## config.mk

```make
export PLATFORM = sky130hd
export DESIGN_NAME = sertx_top
export DESIGN_NICKNAME = d
export VERILOG_FILES = /design/src/rtl/sertx_pkg.sv /design/src/rtl/sertx_hold.sv /design/src/rtl/sertx_parity.sv /design/src/rtl/sertx_seq.sv /design/src/rtl/sertx_top.sv
export SDC_FILE = /design/constraint.sdc
export NUM_CORES = 1
export LEC_CHECK = 0
export ABC_AREA = 1
export BUFFER_PORTS_ARGS = -buffer_cell sky130_fd_sc_hd__buf_4
export CORE_AREA = 3 3 67 69
export CTS_CLUSTER_DIAMETER = 200
export DETAILED_ROUTE_END_ITERATION = 10
export DIE_AREA = 0 0 70 72
export MAX_ROUTING_LAYER = met4
export PLACE_DENSITY_LB_ADDON = 0.05
export SLEW_MARGIN = 20
export SYNTH_ARGS = -nofsm -noshare
export SYNTH_HDL_FRONTEND = slang
export SYNTH_SLANG_ARGS = --single-unit
```

## constraint.sdc

```tcl
create_clock -name clk_i -period 2.3 [get_ports clk_i]
set_clock_uncertainty 0.2 [all_clocks]
set_input_delay 0 -clock clk_i [delete_from_list [all_inputs] [get_ports clk_i]]
set_output_delay 0 -clock clk_i [all_outputs]
set_load 0.01 [all_outputs]
```

## src/rtl/sertx_pkg.sv

```systemverilog
package sertx_pkg;

    localparam int DATA_W = 8;

    typedef enum logic [2:0] {
        PH_IDLE,
        PH_START,
        PH_DATA,
        PH_PAR,
        PH_STOP
    } phase_e;

    typedef struct packed {
        logic [1:0] len;       // 0..3 -> 5..8 data bits
        logic       long_stop;
        logic       par_en;
        logic       par_even;
        logic       stick;
    } frame_cfg_t;

    function automatic frame_cfg_t decode_cfg(input logic [5:0] raw);
        frame_cfg_t c;
        c.len       = raw[1:0];
        c.long_stop = raw[2];
        c.par_en    = raw[3];
        c.par_even  = raw[4];
        c.stick     = raw[5];
        return c;
    endfunction

    function automatic logic [DATA_W-1:0] len_mask(input logic [1:0] len);
        return {DATA_W{1'b1}} >> (2'd3 - len);
    endfunction

endpackage

```

## src/rtl/sertx_hold.sv

```systemverilog
module sertx_hold #(
    parameter int DW = 8
) (
    input  logic          clk_i,
    input  logic          rst_ni,
    input  logic          load_i,
    input  logic [DW-1:0] din_i,
    input  logic          take_i,
    output logic          full_o,
    output logic [DW-1:0] data_o
);

    typedef struct packed {
        logic          full;
        logic [DW-1:0] data;
    } hold_t;

    hold_t hold_d, hold_q;

    always_comb begin
        hold_d = hold_q;
        if (take_i) begin
            hold_d.full = 1'b0;
        end
        if (load_i) begin
            hold_d.full = 1'b1;
            hold_d.data = din_i;
        end
    end

    always_ff @(posedge clk_i) begin
        if (!rst_ni) begin
            hold_q <= '0;
        end else begin
            hold_q <= hold_d;
        end
    end

    assign full_o = hold_q.full;
    assign data_o = hold_q.data;

endmodule

```

## src/rtl/sertx_parity.sv

```systemverilog
module sertx_parity
    import sertx_pkg::*;
(
    input  logic [DATA_W-1:0] data_i,
    input  frame_cfg_t        cfg_i,
    output logic              par_o
);

    always_comb begin
        if (cfg_i.stick) begin
            par_o = ~cfg_i.par_even;
        end else if (cfg_i.par_even) begin
            par_o = ^data_i;
        end else begin
            par_o = ~(^data_i);
        end
    end

endmodule

```

## src/rtl/sertx_seq.sv

```systemverilog
module sertx_seq
    import sertx_pkg::*;
#(
    parameter int TICKS_PER_BIT = 16
) (
    input  logic              clk_i,
    input  logic              rst_ni,
    input  logic              tick_i,
    input  logic              avail_i,
    input  logic [DATA_W-1:0] data_i,
    input  frame_cfg_t        cfg_i,
    output logic              take_o,
    output logic              line_o,
    output logic              busy_o
);

    localparam int HALF    = TICKS_PER_BIT / 2;
    localparam int LONGEST = 2 * TICKS_PER_BIT;
    localparam int CNT_W   = $clog2(LONGEST);

    typedef struct packed {
        phase_e            phase;
        logic [CNT_W-1:0]  cnt;
        logic [2:0]        idx;
        logic [DATA_W-1:0] shreg;
        logic              par;
        frame_cfg_t        cfg;
    } seq_t;

    seq_t              seq_d, seq_q;
    logic [DATA_W-1:0] masked;
    logic              par_bit;
    logic [CNT_W-1:0]  last_tick;
    logic              launch;

    assign masked = data_i & len_mask(cfg_i.len);

    sertx_parity u_par (
        .data_i (masked),
        .cfg_i  (cfg_i),
        .par_o  (par_bit)
    );

    always_comb begin
        if (seq_q.phase == PH_STOP && seq_q.cfg.long_stop) begin
            last_tick = (seq_q.cfg.len == 2'd0) ? CNT_W'(TICKS_PER_BIT + HALF - 1)
                                                : CNT_W'(LONGEST - 1);
        end else begin
            last_tick = CNT_W'(TICKS_PER_BIT - 1);
        end
    end

    always_comb begin
        seq_d  = seq_q;
        launch = 1'b0;
        if (seq_q.phase == PH_IDLE) begin
            launch = avail_i;
        end else if (tick_i) begin
            if (seq_q.cnt == last_tick) begin
                seq_d.cnt = '0;
                unique case (seq_q.phase)
                    PH_START: begin
                        seq_d.phase = PH_DATA;
                        seq_d.idx   = '0;
                    end
                    PH_DATA: begin
                        if (seq_q.idx == ({1'b0, seq_q.cfg.len} + 3'd4)) begin
                            seq_d.phase = seq_q.cfg.par_en ? PH_PAR : PH_STOP;
                        end else begin
                            seq_d.idx   = seq_q.idx + 3'd1;
                            seq_d.shreg = seq_q.shreg >> 1;
                        end
                    end
                    PH_PAR: begin
                        seq_d.phase = PH_STOP;
                    end
                    default: begin
                        seq_d.phase = PH_IDLE;
                        launch      = avail_i;
                    end
                endcase
            end else begin
                seq_d.cnt = seq_q.cnt + 1'b1;
            end
        end
        if (launch) begin
            seq_d.phase = PH_START;
            seq_d.cnt   = '0;
            seq_d.idx   = '0;
            seq_d.shreg = masked;
            seq_d.par   = par_bit;
            seq_d.cfg   = cfg_i;
        end
    end

    always_ff @(posedge clk_i) begin
        if (!rst_ni) begin
            seq_q       <= '0;
            seq_q.phase <= PH_IDLE;
        end else begin
            seq_q <= seq_d;
        end
    end

    always_comb begin
        unique case (seq_q.phase)
            PH_START: line_o = 1'b0;
            PH_DATA:  line_o = seq_q.shreg[0];
            PH_PAR:   line_o = seq_q.par;
            default:  line_o = 1'b1;
        endcase
    end

    assign take_o = launch;
    assign busy_o = (seq_q.phase != PH_IDLE);

endmodule

```

## src/rtl/sertx_top.sv

```systemverilog
module sertx_top
    import sertx_pkg::*;
#(
    parameter int TICKS_PER_BIT = 16
) (
    input  logic       clk_i,
    input  logic       rst_ni,
    input  logic       baud_tick_i,
    input  logic       load_i,
    input  logic [7:0] data_i,
    input  logic [7:0] ctrl_i,
    output logic       txd_o,
    output logic       busy_o,
    output logic       hold_empty_o
);

    logic              held_full;
    logic [DATA_W-1:0] held_data;
    logic              take;
    logic              line;
    frame_cfg_t        cfg;
    logic              ctrl_unused;

    assign cfg         = decode_cfg(ctrl_i[5:0]);
    assign ctrl_unused = ctrl_i[7];

    sertx_hold #(.DW(DATA_W)) u_hold (
        .clk_i  (clk_i),
        .rst_ni (rst_ni),
        .load_i (load_i),
        .din_i  (data_i),
        .take_i (take),
        .full_o (held_full),
        .data_o (held_data)
    );

    sertx_seq #(.TICKS_PER_BIT(TICKS_PER_BIT)) u_seq (
        .clk_i   (clk_i),
        .rst_ni  (rst_ni),
        .tick_i  (baud_tick_i),
        .avail_i (held_full),
        .data_i  (held_data),
        .cfg_i   (cfg),
        .take_o  (take),
        .line_o  (line),
        .busy_o  (busy_o)
    );

    assign txd_o        = ctrl_i[6] ? 1'b0 : line;
    assign hold_empty_o = ~held_full;

endmodule

```

==> results by group, run 1 <==
Run status
  • Run status: completed

Floorplanning
  • DIE HEIGHT: 72 µm
  • Number of ports placed on the die boundary: 23
  • Site row count: 23
  • Overall die width: 70 µm
  • Area enclosed by the die boundary: 0.00504 mm²
  • Core region area: 0.00397 mm²
  • Starting Density: 0.485

STA
  • Setup violations, final: 0
  • Shortest clock period the worst path allows after layout: 2.14 ns
  • Setup repair after global routing missed its margin: false
  • Max transition margin: 0.720
  • Number of slew-limit violations in the final report: 0
  • Final number of hold-violating endpoints: 0
  • Fraction of the cycle the final worst path needs: 0.932
  • Max Freq: between 400 and 500 MHz
  • Final total negative setup slack: 0 ns
  • Slew at the pin closest to its max-slew limit: 0.419 ns

Routing
  • Pre-Repair DR Iteration Count: 4
  • Routed metal-1 wire length: 2.11 mm
  • Met3 layer wire length in the routed design: 143 µm
  • Wire length on met2: 1.96 mm
  • Number of vias in the routed layout: roughly 1,800
  • Via-to-Cell Ratio: 4.79
  • Total routed wirelength: approximately 4.3 mm
  • Drt first-iter violations: 86
  • Highest signal layer in the routed design: met4
  • Detailed-route wire length per cell: 11.1 µm
  • Drc violations: 0
  • Antenna violation net count after detailed routing: 0

Final layout
  • Count of nets after finishing: roughly 360
  • Fin cells: 384
  • Utilization after layout: 0.638
  • # diodes: 0
  • Layout-stage area growth over the synthesis result: 31.6%
  • Post-route design area: 0.00253 mm²
  • Layout cell share with drive strength beyond 1: 0.216

Yosys
  • Nets in the synthesized netlist: 302
  • Share of Yosys cell area claimed by the top area cell type: 0.343
  • Number of distinct library cell variants in the gate-level netlist after synthesis: 31
  • Most instantiated library cell after synthesis: sky130_fd_sc_hd__nand2_1
  • Post-synth ARST share: 0
  • Mapped cell area: 0.00192 mm²
  • Top flip-flop cell by instance count after synthesis: sky130_fd_sc_hd__dfxtp_1
  • Number of flops mapped to enable cells by yosys: 0
  • Avg Synthesized Cell Area: just under 7 µm²
  • FF+latch count, synth: 33
  • Sequential cell area fraction in the yosys report: 0.343
  • Leading cell types by count after synthesis: 74 x sky130_fd_sc_hd__nand2_1, 33 x sky130_fd_sc_hd__dfxtp_1, 33 x sky130_fd_sc_hd__inv_1, 29 x sky130_fd_sc_hd__nor2_1, 22 x sky130_fd_sc_hd__o21ai_0
  • Synth Instances: 280
  • Synth warnings: 0
  • Top post-synthesis cells by area: sky130_fd_sc_hd__dfxtp_1 34%, sky130_fd_sc_hd__nand2_1 14%, sky130_fd_sc_hd__inv_1 6.4%, sky130_fd_sc_hd__o21ai_0 5.7%, sky130_fd_sc_hd__nor2_1 5.7%
  • Library cell occupying the most area in the post-synthesis netlist: sky130_fd_sc_hd__dfxtp_1

Critical path
  • Internal reg-to-reg setup slack: 0.16 ns
  • Maximum fanout encountered on the critical timing path: 8
  • CP Data Arrival Time: 2.12 ns
  • Nature of the critical path startpoint: flop
  • Critical path data required time: 2.27 ns
  • Nature of the critical path endpoint: flop
  • Startpoint-to-endpoint class of the critical path: reg2reg

GRT
  • Vias in the first global route: between 1,500 and 2,000
  • Initial antenna violation count: 0
  • Total Routing Usage GR: 0.181
  • Largest net degree at the start of global routing: 24
  • Wire length of the first global-routing pass: 7.08 mm
  • Grt total ovfl: 0

Clocking
  • Num CTS Buffers: 5
  • Count of H-tree levels built during CTS: 2
  • Worst skew pair latency: about 0.28 ns
  • Count of clock tree sinks: 33
  • CTS tree: done
  • Cell chosen for the clock root: sky130_fd_sc_hd__clkbuf_8
  • Number of buffers between clock root and the deepest sink: 2
  • Clock transition at the registers of the reported paths: about 0.07 ns

Power
  • Cell area power density: 585 mW/mm²
  • Leakage power summed over all cells: 1.17 nW
  • Overall power consumption: 0.00148 W
  • Peak ir drop on the vdd network: 0.401 mV

Flow run
  • Max-capacitance violation count: 0

Place
  • Number of port buffers: 21
  • Placed wire-length estimate after detailed placement: ~2.8 mm
  • Cell area after placement: 0.00209 mm²
  • Placer Congestion: roughly 0.79
  • Number of placed instances with taps included: around 350

Hold path
  • Type of the most critical hold path: in2reg
routing by layer:
layer,track usage,vias up
met4,0.0766,0
met2,0.307,28
met5,-,-
met3,0.0374,5
met1,0.210,815
li1,-,990
final cells by class:
type                    count  area, µm²
fillers                   374       1440
multi-input cells         203       1070
flip-flops and latches     33        664
repair buffers             53        473
inverters                  37        141
clock buffers               7       86.3
well taps                  50       62.6
clock inverters             1       30.0
cells in the final DEF, fill, tap and decap left out, drive strengths merged:
cell type,n
inv,37
bufinv,1
or2,1
o211ai,1
dlygate4sd3,30
ha,2
nand4,4
o22ai,1
nand2,85
o21ai,23
nor3,6
a21oi,24
nor2,33
clkbuf,7
dfxtp,33
nand3,18
and2,1
xor2,4
buf,23
report_power, final:
part | internal [W] | total, W | switching, W
sequential | 0.000605 | 0.000627 | 0.0000223
clock | 0.000353 | 0.000566 | 0.000213
combinational | 0.000132 | 0.000289 | 0.000157
total | 0.00109 | 0.00148 | 0.000392
logic make-up after synthesis:
| kind of cell | share of synthesized area |
|---|---|
| simple gates | 0.369 |
| compound gates | 0.152 |
| buf+inv | 0.105 |
| flops | 0.343 |
| xor+xnor | 0.0182 |
| fa+ha+maj | 0.0130 |
timing repair:
item                       in CTS  in global routing
setup endpoints to repair       0                  1
buffers inserted                0                  1
hold endpoints to repair       23                  0
resized for setup               0                  7
hold buffers                   30                  0
final timing paths:
check                           cells past startpoint               to             from
worst max-delay path                               11   u_seq.seq_q[3]  u_seq.seq_q[18]
worst min-delay path                                5  u_seq.seq_q[19]      baud_tick_i
worst max register to register                     11   u_seq.seq_q[3]  u_seq.seq_q[18]
worst min register to register                      2  u_seq.seq_q[14]  u_seq.seq_q[14]
worst max-delay path, stage by stage, from the launching register on:
cell	delay, ns
sky130_fd_sc_hd__dfxtp_2	0.35
sky130_fd_sc_hd__ha_2	0.19
sky130_fd_sc_hd__nand2_1	0.07
sky130_fd_sc_hd__inv_2	0.07
sky130_fd_sc_hd__nand2_2	0.06
sky130_fd_sc_hd__nor2_4	0.16
sky130_fd_sc_hd__nand3_4	0.10
sky130_fd_sc_hd__nand2_4	0.10
sky130_fd_sc_hd__inv_4	0.06
sky130_fd_sc_hd__nor2_2	0.08
sky130_fd_sc_hd__nor2_1	0.05
sky130_fd_sc_hd__dlygate4sd3_1	0.54
state kept, by name, indices dropped and copies added (netlist names):
signal,cells
u_hold.full_o,1
u_hold.data_o,8
u_seq.seq_q,24
metrics by stage:
stage	hold WS [ns]	setup WS [ns]
after detailed placement	0.0297	0.358
final	0.0301	0.156
after global routing	0.0614	0.0116
after floorplan	-0.156	0.579
after CTS	0.0179	0.0697
after global placement	0.0226	0.379
Note: power is estimated with default switching activity, not from simulation.
==> inputs of run 2 (changes only) <==
--- a/config.mk
+++ b/config.mk
@@ -7,10 +7,10 @@
 export LEC_CHECK = 0
 export ABC_AREA = 1
 export BUFFER_PORTS_ARGS = -buffer_cell sky130_fd_sc_hd__buf_4
-export CORE_AREA = 3 3 67 69
+export CORE_AREA = 3 3 63 65
 export CTS_CLUSTER_DIAMETER = 200
 export DETAILED_ROUTE_END_ITERATION = 10
-export DIE_AREA = 0 0 70 72
+export DIE_AREA = 0 0 66 68
 export MAX_ROUTING_LAYER = met4
 export PLACE_DENSITY_LB_ADDON = 0.05
 export SLEW_MARGIN = 20
==> run 2 against run 1 <==
Hold slack better by 0.0047 ns. Via count grew 5.5%. Critical path depth fell by 3. First-iteration DRC count grew 16%. Highest routed layer unchanged. Total power decreased by 5.1%.
==> results by group, run 2 (synthesis gave the netlist of run 1 again) <==
Clocking
  • Worst skew pair latency: between 0.3 and 0.4 ns
  • Number of buffers between clock root and the deepest sink: 2
  • Cell chosen for the clock root: sky130_fd_sc_hd__clkbuf_4
  • Num CTS Buffers: 5
  • Count of clock tree sinks: 33
  • Count of H-tree levels built during CTS: 2
  • CTS tree: done
  • Clock transition at the registers of the reported paths: 0.11 ns

Critical path
  • Internal reg-to-reg setup slack: ~0.1 ns
  • Largest incremental delay on the critical path: 0.58 ns
  • Maximum fanout encountered on the critical timing path: 11
  • CP Data Arrival Time: 2.25 ns
  • Cell breakdown of the critical path: dlygate4sd3_1 > buf_4 > clkinvlp_4 > buf_4 > nor2_1 > dlygate4sd3_1 > nor2_1 > dlygate4sd3_1
  • Reg2Reg Depth: 8
  • Slowest cell on the critical path: sky130_fd_sc_hd__dlygate4sd3_1
  • Cell seen most often among critical-path stages: sky130_fd_sc_hd__dlygate4sd3_1
  • Buffering stage count on the worst path with inverters included: 6
  • Startpoint-to-endpoint class of the critical path: in2reg
  • Origin of the critical flop-to-flop path: u_seq.seq_q[24]
  • Nature of the critical path startpoint: input port
  • Reg-to-reg endpoint: u_seq.seq_q[4]
  • Critical path data required time: 2.33 ns
  • Nature of the critical path endpoint: flop
  • Category of cells accounting for the largest share of critical-path delay: buffers and inverters

Routing
  • Drt first-iter violations: 100
  • Via-to-Cell Ratio: just under 5
  • Number of vias in the routed layout: 1,939
  • Drc violations: 0
  • Detailed-route wire length per cell: 12.0 µm
  • Total routed wirelength: 4.71 mm
  • Pre-Repair DR Iteration Count: 4
  • Antenna violation net count after detailed routing: 0

GRT
  • Vias in the first global route: between 1,500 and 2,000
  • M2 GR Usage: 0.404
  • Met1 global-route usage: 0.254
  • Initial antenna violation count: 0
  • Grt total ovfl: 0
  • Largest net degree at the start of global routing: 24
  • Wire length of the first global-routing pass: 7.71 mm
  • Total Routing Usage GR: 0.231
  • Routing layer with the top usage in global route: met2
  • Met3 track utilization from global routing: 0.0427

Floorplanning
  • Core region area: between 0.003 and 0.004 mm²
  • Area enclosed by the die boundary: 0.00449 mm²
  • Starting Density: 0.568
  • Site row count: 21
  • DIE HEIGHT: 68 µm
  • Number of ports placed on the die boundary: 23
  • Overall die width: between 60 and 70 µm

STA
  • Final number of hold-violating endpoints: 0
  • Fraction of the cycle the final worst path needs: 0.965
  • Max transition margin: 0.770
  • Setup violations, final: 0
  • Shortest clock period the worst path allows after layout: ~2.2 ns
  • Max Freq: 450 MHz
  • Slew at the pin closest to its max-slew limit: ~0.34 ns
  • Number of slew-limit violations in the final report: 0

Flow run
  • Max-capacitance violation count: 0

Hold path
  • Worst Hold Launch: ctrl_i[6]
  • Type of the most critical hold path: in2out
  • Hold-critical path endpoint: txd_o
  • Instance count along the most critical hold path: 3

Final layout
  • Largest register FFs: 24
  • Layout-stage area growth over the synthesis result: 34.7%
  • Post-route design area: 0.00259 mm²
  • Count of nets after finishing: between 300 and 400
  • Layout cell share with drive strength beyond 1: 0.214
  • Most common library cell in the layout ignoring fill and taps: sky130_fd_sc_hd__nand2_1
  • # fillers: 269
  • Highest-count cells in the layout ignoring fill and taps: 74 x sky130_fd_sc_hd__nand2_1, 36 x sky130_fd_sc_hd__dlygate4sd3_1, 32 x sky130_fd_sc_hd__inv_1
  • # diodes: 0
  • Fin cells: 391
  • Top reg by flops: u_seq.seq_q

Place
  • Placed wire-length estimate after detailed placement: ~2.7 mm
  • Number of placed instances with taps included: 340
  • Cell area after placement: 0.00208 mm²
  • Placer Congestion: 0.806
  • Number of port buffers: 21

Power
  • Leakage power summed over all cells: roughly 1.2 nW
  • Peak ir drop on the vdd network: ~0.4 mV
  • Cell area power density: between 500 and 600 mW/mm²

Run status
  • Run status: completed
[run 2: how the worst max path moves through the flow]
stage                         start          endpoint  slack, ns  depth (start not counted)
CTS                 u_seq.seq_q[25]    u_seq.seq_q[5]       0.06                         10
global placement    u_seq.seq_q[18]     u_hold.full_o       0.32                         10
floorplan           u_seq.seq_q[18]     u_hold.full_o       0.58                         11
finish                       load_i  u_hold.data_o[5]       0.08                          8
global route        u_seq.seq_q[24]    u_seq.seq_q[5]   -0.00006                          8
detailed placement  u_seq.seq_q[18]     u_hold.full_o       0.29                         10
[run 2: per-stage QoR]
stage                     setup TNS [ns]  utilization  hold slack, ns  total power (W)  worst slack [ns]
final                                  0        0.765          0.0347          0.00141            0.0794
after global routing          -0.0000593        0.765          0.0394          0.00148        -0.0000593
after CTS                              0        0.745          0.0355          0.00138            0.0648
after detailed placement               0        0.614          0.0304         0.000873             0.286
after global placement                 0        0.614          0.0224         0.000868             0.323
after floorplan                        0            -          -0.156         0.000815             0.579
[run 2: per-layer routing]
layer	wire, µm	vias up
li1	-	1020
met1	2110	868
met2	2340	38
met3	142	13
met4	118	0
met5	0	-
[run 2: area by class of cell]
class,count,area (µm²),area share
clock buffer,7,55.1,0.0212
clock inverter,1,30.0,0.0116
inverter,37,145,0.0560
multi-input combinational,203,1070,0.413
sequential,33,663,0.256
tap,46,57.6,0.0222
timing repair buffer,64,571,0.220
[run 2: where the power goes]
group          switching (W)  total (W)  internal, W  leakage (nW)
Combinational       0.000166   0.000314     0.000147         0.899
Clock               0.000204   0.000463     0.000260        0.0455
Sequential         0.0000243   0.000629     0.000605         0.271
[run 2: what timing repair did]
item	4_1_cts	5_1_grt
hold endpoints to repair	24	0
hold buffers	36	0
resized for setup	0	4
setup endpoints to repair	0	10
setup buffers	0	7
[run 2: worst min-delay path, cell delays in order]
cell,delay [ns]
sky130_fd_sc_hd__buf_4,0.08
sky130_fd_sc_hd__a21oi_1,0.03
sky130_fd_sc_hd__buf_4,0.13
==> inputs of run 3 (changes only) <==
--- a/config.mk
+++ b/config.mk
@@ -6,13 +6,14 @@
 export NUM_CORES = 1
 export LEC_CHECK = 0
 export ABC_AREA = 1
+export ABC_CLOCK_PERIOD_IN_PS = 2300
 export BUFFER_PORTS_ARGS = -buffer_cell sky130_fd_sc_hd__buf_4
 export CORE_AREA = 3 3 63 65
 export CTS_CLUSTER_DIAMETER = 200
 export DETAILED_ROUTE_END_ITERATION = 10
 export DIE_AREA = 0 0 66 68
 export MAX_ROUTING_LAYER = met4
-export PLACE_DENSITY_LB_ADDON = 0.05
+export PLACE_DENSITY = 0.75
 export SLEW_MARGIN = 20
 export SYNTH_ARGS = -nofsm -noshare
 export SYNTH_HDL_FRONTEND = slang
==> constraint.sdc (replaced) <==
create_clock -name clk_i -period 2.3 [get_ports clk_i]
set_clock_uncertainty 0.2 [all_clocks]
set_input_delay 0 -clock clk_i [delete_from_list [all_inputs] [get_ports clk_i]]
set_output_delay 0 -clock clk_i [all_outputs]
set_load 0.1 [all_outputs]
==> run 3 against run 2 <==
Clock power is 25% lower. Global-route usage is 1.8 points higher. Critical path depth is 1 lower. Die area stayed put. Sequential power hardly changed. Register-to-register slack better by 0.03 ns. Via count is 1.1% higher. Core utilization is 0.26 points higher. Critical path type unchanged. Highest routed layer unchanged.
==> results by group, run 3 (synthesis gave the netlist of run 1 again) <==
Final layout
  • Layout cell share with drive strength beyond 1: 0.231
  • Count of nets after finishing: 369
  • # fillers: 259
  • Most common library cell in the layout ignoring fill and taps: sky130_fd_sc_hd__nand2_1
  • Layout-stage area growth over the synthesis result: 35.2%
  • # diodes: 0
  • Utilization after layout: 0.767
  • Highest-count cells in the layout ignoring fill and taps: 74 x sky130_fd_sc_hd__nand2_1, 36 x sky130_fd_sc_hd__dlygate4sd3_1, 32 x sky130_fd_sc_hd__inv_1
  • Fin cells: 393
  • Largest register FFs: 24
  • Top reg by flops: u_seq.seq_q

Power
  • Leakage power summed over all cells: about 1.2 nW
  • Overall power consumption: between 0.001 and 0.0015 W
  • Cell area power density: approximately 520 mW/mm²
  • Peak ir drop on the vdd network: 0.365 mV

Critical path
  • Slowest cell on the critical path: sky130_fd_sc_hd__dlygate4sd3_1
  • Cell breakdown of the critical path: dlygate4sd3_1 > buf_4 > clkinvlp_2 > nor2_1 > dlygate4sd3_1 > nor2_1 > dlygate4sd3_1
  • Critical path data required time: 2.35 ns
  • First element of the critical path: load_i
  • Nature of the critical path startpoint: input port
  • Reg2Reg Depth: 10
  • Internal reg-to-reg setup slack: between 0.1 and 0.15 ns
  • Reg-to-reg endpoint: u_seq.seq_q[4]
  • Maximum fanout encountered on the critical timing path: 6
  • CP Data Arrival Time: 2.25 ns
  • Cell depth of the worst setup path: 7
  • Buffering stage count on the worst path with inverters included: 5
  • Cell seen most often among critical-path stages: sky130_fd_sc_hd__dlygate4sd3_1
  • Startpoint-to-endpoint class of the critical path: in2reg
  • Origin of the critical flop-to-flop path: u_seq.seq_q[18]
  • Capturing instance or port of the critical path: u_hold.data_o[5]
  • Largest incremental delay on the critical path: 0.56 ns
  • Category of cells accounting for the largest share of critical-path delay: buffers and inverters
  • Nature of the critical path endpoint: flop

STA
  • Setup repair after global routing missed its margin: false
  • Max transition margin: 0.760
  • Final total negative setup slack: 0 ns
  • Setup violations, final: 0
  • Slew at the pin closest to its max-slew limit: 0.358 ns
  • Shortest clock period the worst path allows after layout: between 2 and 2.5 ns
  • Final WS setup: approximately 0.11 ns
  • Max Freq: 456 MHz
  • Number of slew-limit violations in the final report: 0
  • Fraction of the cycle the final worst path needs: 0.953
  • Final number of hold-violating endpoints: 0

Routing
  • Number of vias in the routed layout: about 2,000
  • Pre-Repair DR Iteration Count: 6
  • Detailed-route wire length per cell: 12.4 µm
  • Drt first-iter violations: between 100 and 150
  • Via-to-Cell Ratio: ~5
  • Drc violations: 0
  • Antenna violation net count after detailed routing: 0
  • Total routed wirelength: ~5 mm

GRT
  • Initial antenna violation count: 0
  • Vias in the first global route: about 1,900
  • Total Routing Usage GR: 0.249
  • Wire length of the first global-routing pass: a little over 8 mm
  • Largest net degree at the start of global routing: 24
  • Grt total ovfl: 0

Clocking
  • Number of buffers between clock root and the deepest sink: 2
  • Cell chosen for the clock root: sky130_fd_sc_hd__clkbuf_4
  • Num CTS Buffers: 5
  • CTS tree: done
  • Worst skew pair latency: 0.35 ns
  • Clock transition at the registers of the reported paths: 0.11 ns
  • Count of clock tree sinks: 33
  • Count of H-tree levels built during CTS: 2

Place
  • Placed wire-length estimate after detailed placement: 2.75 mm
  • Placer Congestion: 0.792
  • Number of placed instances with taps included: 340
  • Number of port buffers: 21
  • Dpl ws: 0.268 ns

Floorplanning
  • Area enclosed by the die boundary: 0.00449 mm²
  • Site row count: 21
  • DIE HEIGHT: 68 µm
  • Core region area: 0.00339 mm²
  • Number of ports placed on the die boundary: 23
  • Overall die width: 66 µm
  • Starting Density: 0.568

Hold path
  • Type of the most critical hold path: in2out
  • Instance count along the most critical hold path: 3

Run status
  • Run status: completed

Flow run
  • Max-capacitance violation count: 0
run 3: stage by stage:
step                      instance area [µm²]  hold slack, ns
final                                    2600           0.132
after global routing                     2600           0.138
after CTS                                2500           0.132
after detailed placement                 2080          0.0291
after global placement                   2080          0.0232
after floorplan                          1930         -0.0651
run 3: layout make-up:
class	count	area, µm²	share of cell area
inverters	37	145	0.0558
flip-flops and latches	33	664	0.255
clock buffers	7	55.1	0.0212
multi-input cells	203	1090	0.418
repair inverters	1	5.00	0.00192
well taps	46	57.6	0.0221
repair buffers	66	586	0.225
run 3: metal layers:
layer / global-route usage / up-vias / wire, µm
met3: 0.0427 / 14 / 172
li1: - / 1025 / -
met4: 0.112 / 0 / 137
met5: - / - / 0
met2: 0.438 / 35 / 2490
met1: 0.277 / 886 / 2080
run 3: tightest hold or removal path: stages:
cell and delay, ns:
sky130_fd_sc_hd__buf_4 0.08, sky130_fd_sc_hd__a21oi_2 0.03, sky130_fd_sc_hd__buf_4 0.22
run 3: how the worst min path moves through the flow:
stage | startpoint | endpoint | slack [ns]
global route | ctrl_i[6] | txd_o | 0.14
detailed placement | data_i[7] | u_hold.data_o[7] | 0.03
finish | ctrl_i[6] | txd_o | 0.13
CTS | ctrl_i[6] | txd_o | 0.13
floorplan | data_i[5] | u_hold.data_o[5] | -0.07
global placement | data_i[6] | u_hold.data_o[6] | 0.02
run 3: timing repair:
action                                  in CTS  in global routing
hold buffers                                36                  0
setup buffers                                0                  9
gates resized for setup                      0                 11
hold endpoints to repair                    25                  0
endpoints found under the setup margin       0                 10
run 3: power by group:
group	internal (W)	switching (W)
clock	0.000144	0.000205
combinational	0.000156	0.000209
sequential	0.000605	0.0000244
